**config.mk**
```make
export PLATFORM = sky130hd
export DESIGN_NAME = sched_irq_burst
export DESIGN_NICKNAME = d
export VERILOG_FILES = /design/src/rtl/sched_pkg.sv /design/src/rtl/sched_frame_pos.sv /design/src/rtl/sched_delay_calc.sv /design/src/rtl/sched_burst_seq.sv /design/src/rtl/sched_irq_burst.sv
export SDC_FILE = /design/constraint.sdc
export NUM_CORES = 1
export LEC_CHECK = 0
export BUFFER_PORTS_ARGS = -buffer_cell sky130_fd_sc_hd__buf_2
export CORE_UTILIZATION = 55
export CTS_CLUSTER_SIZE = 24
export DETAILED_ROUTE_END_ITERATION = 10
export PLACE_DENSITY = 0.76
export RECOVER_POWER = 50
export SLEW_MARGIN = 40
export SYNTH_ARGS = -nofsm -noshare
export SYNTH_HDL_FRONTEND = slang
export SYNTH_SLANG_ARGS = --single-unit
```
**constraint.sdc**
```tcl
create_clock -name clk -period 15.6 [get_ports clk]
set_clock_uncertainty 0.05 [all_clocks]
set_input_delay 0.78 -clock clk [delete_from_list [all_inputs] [get_ports clk]]
set_output_delay 0.78 -clock clk [all_outputs]
set_load 0.05 [all_outputs]
```
**src/rtl/sched_pkg.sv**
```systemverilog
package sched_pkg;

    localparam int LINES_60 = 263;
    localparam int LINES_50 = 314;

    typedef enum logic [0:0] {
        STD_60 = 1'b0,
        STD_50 = 1'b1
    } vstd_e;

    typedef enum logic [0:0] {
        SEQ_IDLE = 1'b0,
        SEQ_WAIT = 1'b1
    } seq_state_e;

    // Cycles per scanline, never below one.
    function automatic int line_cycles(input int frame_len, input int lines);
        int q;
        q = frame_len / lines;
        return (q < 1) ? 1 : q;
    endfunction

    function automatic int max_int(input int a, input int b);
        return (a > b) ? a : b;
    endfunction

endpackage

```
**src/rtl/sched_frame_pos.sv**
```systemverilog
// Cycles elapsed since the latest frame-start strobe (saturating).
module sched_frame_pos #(
    parameter int POS_W = 20
) (
    input  logic             clk,
    input  logic             rst,
    input  logic             frame_start_i,
    output logic [POS_W-1:0] pos_o
);
    logic [POS_W-1:0] pos_q;

    always_ff @(posedge clk) begin
        if (rst) begin
            pos_q <= '0;
        end else if (frame_start_i) begin
            pos_q <= POS_W'(1);
        end else if (pos_q != {POS_W{1'b1}}) begin
            pos_q <= pos_q + POS_W'(1);
        end
    end

    // The strobe cycle itself is position zero.
    assign pos_o = frame_start_i ? '0 : pos_q;
endmodule

```
**src/rtl/sched_delay_calc.sv**
```systemverilog
// Distance in cycles from the request cycle to the first firing.
module sched_delay_calc
    import sched_pkg::*;
#(
    parameter int FRAME_60 = 564480,
    parameter int FRAME_50 = 677376,
    parameter int Y_W      = 9,
    parameter int X_W      = 12,
    parameter int POS_W    = 21,
    parameter int D_W      = 22,
    parameter int LL_W     = 12
) (
    input  vstd_e            std_i,
    input  logic [POS_W-1:0] pos_i,
    input  logic [Y_W-1:0]   line_i,
    input  logic [X_W-1:0]   xoff_i,
    output logic [D_W-1:0]   delay_o,
    output logic [LL_W-1:0]  line_len_o
);
    localparam int LL_60 = line_cycles(FRAME_60, LINES_60);
    localparam int LL_50 = line_cycles(FRAME_50, LINES_50);

    logic [D_W-1:0] frame_len;
    logic [D_W-1:0] line_len;
    logic [D_W-1:0] pos_ext;
    logic [D_W-1:0] to_boundary;
    logic [D_W-1:0] line_span;
    logic [D_W-1:0] total;

    always_comb begin
        if (std_i == STD_50) begin
            frame_len = D_W'(FRAME_50);
            line_len  = D_W'(LL_50);
        end else begin
            frame_len = D_W'(FRAME_60);
            line_len  = D_W'(LL_60);
        end
        pos_ext     = D_W'(pos_i);
        // A late strobe leaves the boundary already passed: clamp at zero.
        to_boundary = (pos_ext >= frame_len) ? '0 : (frame_len - pos_ext);
        line_span   = D_W'(line_i) * line_len;
        total       = to_boundary + line_span + D_W'(xoff_i);
        delay_o     = (total == '0) ? D_W'(1) : total;
        line_len_o  = LL_W'(line_len);
    end
endmodule

```
**src/rtl/sched_burst_seq.sv**
```systemverilog
// Wait counter and repeat counter for one burst.
module sched_burst_seq
    import sched_pkg::*;
#(
    parameter int D_W  = 22,
    parameter int LL_W = 12,
    parameter int N_W  = 8
) (
    input  logic            clk,
    input  logic            rst,
    input  logic            req_i,
    input  logic [D_W-1:0]  delay_i,
    input  logic [LL_W-1:0] line_len_i,
    input  logic [N_W-1:0]  count_i,
    output logic            fire_o,
    output logic            busy_o
);
    typedef struct packed {
        seq_state_e      state;
        logic [D_W-1:0]  wait_cnt;
        logic [N_W-1:0]  left;
        logic [LL_W-1:0] line_len;
    } seq_t;

    seq_t cur, nxt;
    logic at_target;

    assign at_target = (cur.state == SEQ_WAIT) && (cur.wait_cnt == '0);

    always_comb begin
        nxt = cur;
        if (req_i) begin
            nxt.state    = SEQ_WAIT;
            nxt.wait_cnt = delay_i - D_W'(1);
            nxt.left     = (count_i == '0) ? N_W'(1) : count_i;
            nxt.line_len = line_len_i;
        end else if (at_target) begin
            if (cur.left > N_W'(1)) begin
                nxt.left     = cur.left - N_W'(1);
                nxt.wait_cnt = D_W'(cur.line_len) - D_W'(1);
            end else begin
                nxt.state = SEQ_IDLE;
                nxt.left  = '0;
            end
        end else if (cur.state == SEQ_WAIT) begin
            nxt.wait_cnt = cur.wait_cnt - D_W'(1);
        end
    end

    always_ff @(posedge clk) begin
        if (rst) begin
            cur.state    <= SEQ_IDLE;
            cur.wait_cnt <= '0;
            cur.left     <= '0;
            cur.line_len <= '0;
        end else begin
            cur <= nxt;
        end
    end

    assign fire_o = at_target;
    assign busy_o = (cur.state == SEQ_WAIT);
endmodule

```
**src/rtl/sched_irq_burst.sv**
```systemverilog
module sched_irq_burst
    import sched_pkg::*;
#(
    parameter int FRAME_60 = 564480,
    parameter int FRAME_50 = 677376,
    parameter int Y_W      = 9,
    parameter int X_W      = 12,
    parameter int N_W      = 8,
    parameter int IRQ_W    = 16,
    parameter int IRQ_BIT  = 10
) (
    input  logic             clk,
    input  logic             rst,
    input  logic             frame_start_i,
    input  logic             std_sel_i,
    input  logic             sched_req_i,
    input  logic [Y_W-1:0]   sched_line_i,
    input  logic [X_W-1:0]   sched_xoff_i,
    input  logic [N_W-1:0]   sched_count_i,
    output logic [IRQ_W-1:0] irq_set_o,
    output logic             busy_o
);
    localparam int FRAME_MAX = max_int(FRAME_60, FRAME_50);
    localparam int LL_MAX    = max_int(line_cycles(FRAME_60, LINES_60),
                                       line_cycles(FRAME_50, LINES_50));
    localparam int D_MAX     = FRAME_MAX + ((1 << Y_W) - 1) * LL_MAX + (1 << X_W);
    localparam int D_W       = $clog2(D_MAX + 1);
    localparam int POS_W     = $clog2(FRAME_MAX + 2);
    localparam int LL_W      = $clog2(LL_MAX + 1);

    logic [POS_W-1:0] frame_pos;
    logic [D_W-1:0]   first_delay;
    logic [LL_W-1:0]  line_len;
    logic             fire;

    sched_frame_pos #(.POS_W(POS_W)) u_pos (
        .clk           (clk),
        .rst           (rst),
        .frame_start_i (frame_start_i),
        .pos_o         (frame_pos)
    );

    sched_delay_calc #(
        .FRAME_60 (FRAME_60),
        .FRAME_50 (FRAME_50),
        .Y_W      (Y_W),
        .X_W      (X_W),
        .POS_W    (POS_W),
        .D_W      (D_W),
        .LL_W     (LL_W)
    ) u_calc (
        .std_i      (vstd_e'(std_sel_i)),
        .pos_i      (frame_pos),
        .line_i     (sched_line_i),
        .xoff_i     (sched_xoff_i),
        .delay_o    (first_delay),
        .line_len_o (line_len)
    );

    sched_burst_seq #(
        .D_W  (D_W),
        .LL_W (LL_W),
        .N_W  (N_W)
    ) u_seq (
        .clk        (clk),
        .rst        (rst),
        .req_i      (sched_req_i),
        .delay_i    (first_delay),
        .line_len_i (line_len),
        .count_i    (sched_count_i),
        .fire_o     (fire),
        .busy_o     (busy_o)
    );

    // Status-set vector: only the designated bit can pulse.
    always_comb begin
        irq_set_o          = '0;
        irq_set_o[IRQ_BIT] = fire;
    end
endmodule

```
==> impl_metrics.csv <==
group,metric,value,unit
status,status,"finished, violations left",
status,violations,"capacitance limit, slew limit",
grt,grt_max_degree,42,
setup_path,critical_path_buf_inv_count,4,
sta,holdWs,0.483,ns
pwr,report.power.total,1.33,mW
synthesis,async_flop_share,0,%
clock_network,cts_buffer_depth,2,
place,gp_congestion,0.908,
clock_network,cts_made_buffers,5,
setup_path,cpMaxStageDelayCell,"a2111oi_0",
layout,antenna_cells,0,
grt,grt_pass1_vias,6291,
clock_network,tritoncts,"done",
place,dp_cells,1170,
pwr,ir_worst_vdd,0.120,mV
layout,area_delta_synth_final,3.94,%
clock_network,htreeDepth,2,
routing,vias_per_cell,5.79,
sta,worst-slew-pin-transition,1.81,ns
clock_network,cts_hold_buffers,0,
clock_network,cts_root_buf,"clkbuf_16",
synthesis,synth_area,7720,µm²
hold_path,hold_path_class,"register to register",
setup_path,critical-path-top-delay-family,"compound AO/OA/AOI/OAI gates",
place,place_hpwl,14.8,mm
routing,drt-initial-drc-count,494,
setup_path,cp_slowest_stage_delay,0.53,ns
synthesis,synth_cell_types,85,
sta,setup_viol,0,
layout,fin_cells,1178,
die,coreArea,13500,µm²
sta,hold_viol_final,0,
grt,grt_usage,25.4,%
layout,fin_nets,1173,
setup_path,path_depth,31,
clock_network,clk_pin_slew,0.07,ns
setup_path,ff2ff_path_depth,29,
setup_path,critPathMaxFanout,19,
setup_path,end_kind,"register",
pwr,leakage,3.63,nW
routing,dr.pass1.iters,6,
synthesis,yosysSeqAreaShare,13.7,%
synthesis,syn_inst,1000,
setup_path,critPathKind,"primary input to register",
hold_path,min_path_cells,2,
routing,avgRoutedWirePerCell,15.3,µm
grt,grt_pass1_wl,30.2,mm
setup_path,required,15.74,ns
sta,period_share,57.3,%
synthesis,ys.flop_type,"dfxtp_1",
sta,maxSlewHeadroom,-20.6,%
run,cap_violations,1,
sta,rsz0062_at_grt,"false",
die,dieWidth,120,µm
routing,drt-total-wl,18.1,mm
sta,setup_slack,6.66,ns
synthesis,ys_ff_latch,53,
sta,tns,0,ns
routing,antenna_left,0,
die,start_util,57.4,%
sta,finalMaxSlewViolations,42,
layout,mostFrequentLayoutCell,"inv_1",
clock_network,clock_latency,0.30,ns
pwr,power.density,165,nW/µm²
layout,drive_above_1_share,6.79,%
sta,min_period,8.94,ns
sta,fmax,112,MHz
setup_path,start_kind,"primary input",
routing,drc,0,
synthesis,ys_warn_count,0,
clock_network,post-cts-setup-buffers,0,
grt,antenna_found_initial,0,
grt,grt.overflow.total,0,
die,fp.dieH,120,µm
place,place_ws,6.47,ns
synthesis,synth_edf_count,0,
layout,final_cell_mix,"116 x inv_1, 100 x nor2_1, 89 x ha_1, 76 x nand2_1, 70 x a21oi_1",
die,num_rows,42,
clock_network,cts_resized,0,
setup_path,arrival,9.08,ns
synthesis,syn_avg_cell_area,7.72,µm²
die,io_pins,51,
clock_network,clkSinkCount,53,
die,die_area,14500,µm²
place,io_buffers,35,
routing,num_vias,6818,
## path summary, 6_finish.rpt
path,to,slack [ns],start
worst max register to register,u_seq.cur[34],7.37,u_pos.pos_q[14]
worst min register to register,u_pos.pos_q[8],0.48,u_pos.pos_q[8]
worst max-delay path,u_seq.cur[34],6.66,frame_start_i
worst min-delay path,u_pos.pos_q[8],0.48,u_pos.pos_q[8]
## cell type report
cell class,instances,area [µm²]
inverters,120,450
repair buffers,36,180
clock buffers,5,125
clock inverters,3,21.3
well taps,176,220
multi-input cells,785,5960
fillers,1290,5430
flip-flops and latches,53,1060
## worst min-delay path: stages (launching register included)
cell and delay [ns]:
dfxtp_1 0.34, o21ai_0 0.08, a21oi_1 0.06
## synthesized netlist by cell type, types with 5 or more instances
cell type,instances,area [µm²]
a2111oi_4,5,138
a31oi_1,12,75.1
clkbuf_1,30,113
or3_1,12,75.1
ha_1,89,1110
nand2_1,76,285
o21ai_0,42,210
nor2_1,100,375
o211ai_1,7,52.6
a21o_1,18,135
nand3_1,34,170
buf_1,5,18.8
a211oi_1,16,120
dfxtp_1,53,1060
nor4_1,8,50.1
and2_1,16,100
buf_4,16,120
or4_1,6,45.0
xor2_1,24,210
nor3_1,33,165
nor3b_1,5,37.5
and3_1,12,75.1
xnor2_1,20,175
mux2i_1,7,70.1
nor2b_1,14,87.6
fa_1,49,981
nand2b_1,7,43.8
a21oi_1,70,350
nand4_1,8,50.1
inv_1,116,435
## per-stage QoR
stage | area, µm² | util (%)
6_report | 8020 | 59.6
4_1_cts | 8030 | 59.7
3_5_place_dp | 7880 | 58.6
2_1_floorplan | 7770 | -
3_3_place_gp | 7880 | 58.6
5_1_grt | 8020 | 59.6
## cells by family (layout without fill, tap and decap cells)
| kind of cell | after synthesis | count (layout) | share of synthesized area (%) |
|---|---|---|---|
| compound gates | 225 | 225 | 20.5 |
| other cells | 2 | 16 | 0.0973 |
| mux | 9 | 9 | 1.20 |
| buf+inv | 176 | 164 | 9.58 |
| fa+ha+maj | 138 | 138 | 27.1 |
| flops | 53 | 53 | 13.7 |
| xor+xnor | 44 | 44 | 4.99 |
| simple gates | 353 | 353 | 22.7 |
## sequential cells by signal (all words and copies together), names as in the netlist
register      flops
u_seq.busy_o      1
u_pos.pos_q      20
u_seq.cur        32
## where the power goes
part / internal, mW / leakage, nW / switching (mW)
sequential: 0.158 / 0.436 / 0.0235
combinational: 0.380 / 3.12 / 0.652
clock: 0.0599 / 0.0702 / 0.0520
## routing by layer
| layer | routed length [µm] | global-route usage, % | share of wire, % |
|---|---|---|---|
| met5 | 0 | 0 | 0 |
| met4 | 396 | 5.56 | 2.2 |
| met3 | 774 | 2.41 | 4.3 |
| met2 | 8360 | 42.3 | 46 |
| met1 | 8520 | 35.7 | 47 |
Power figures use the tool's default switching activity.
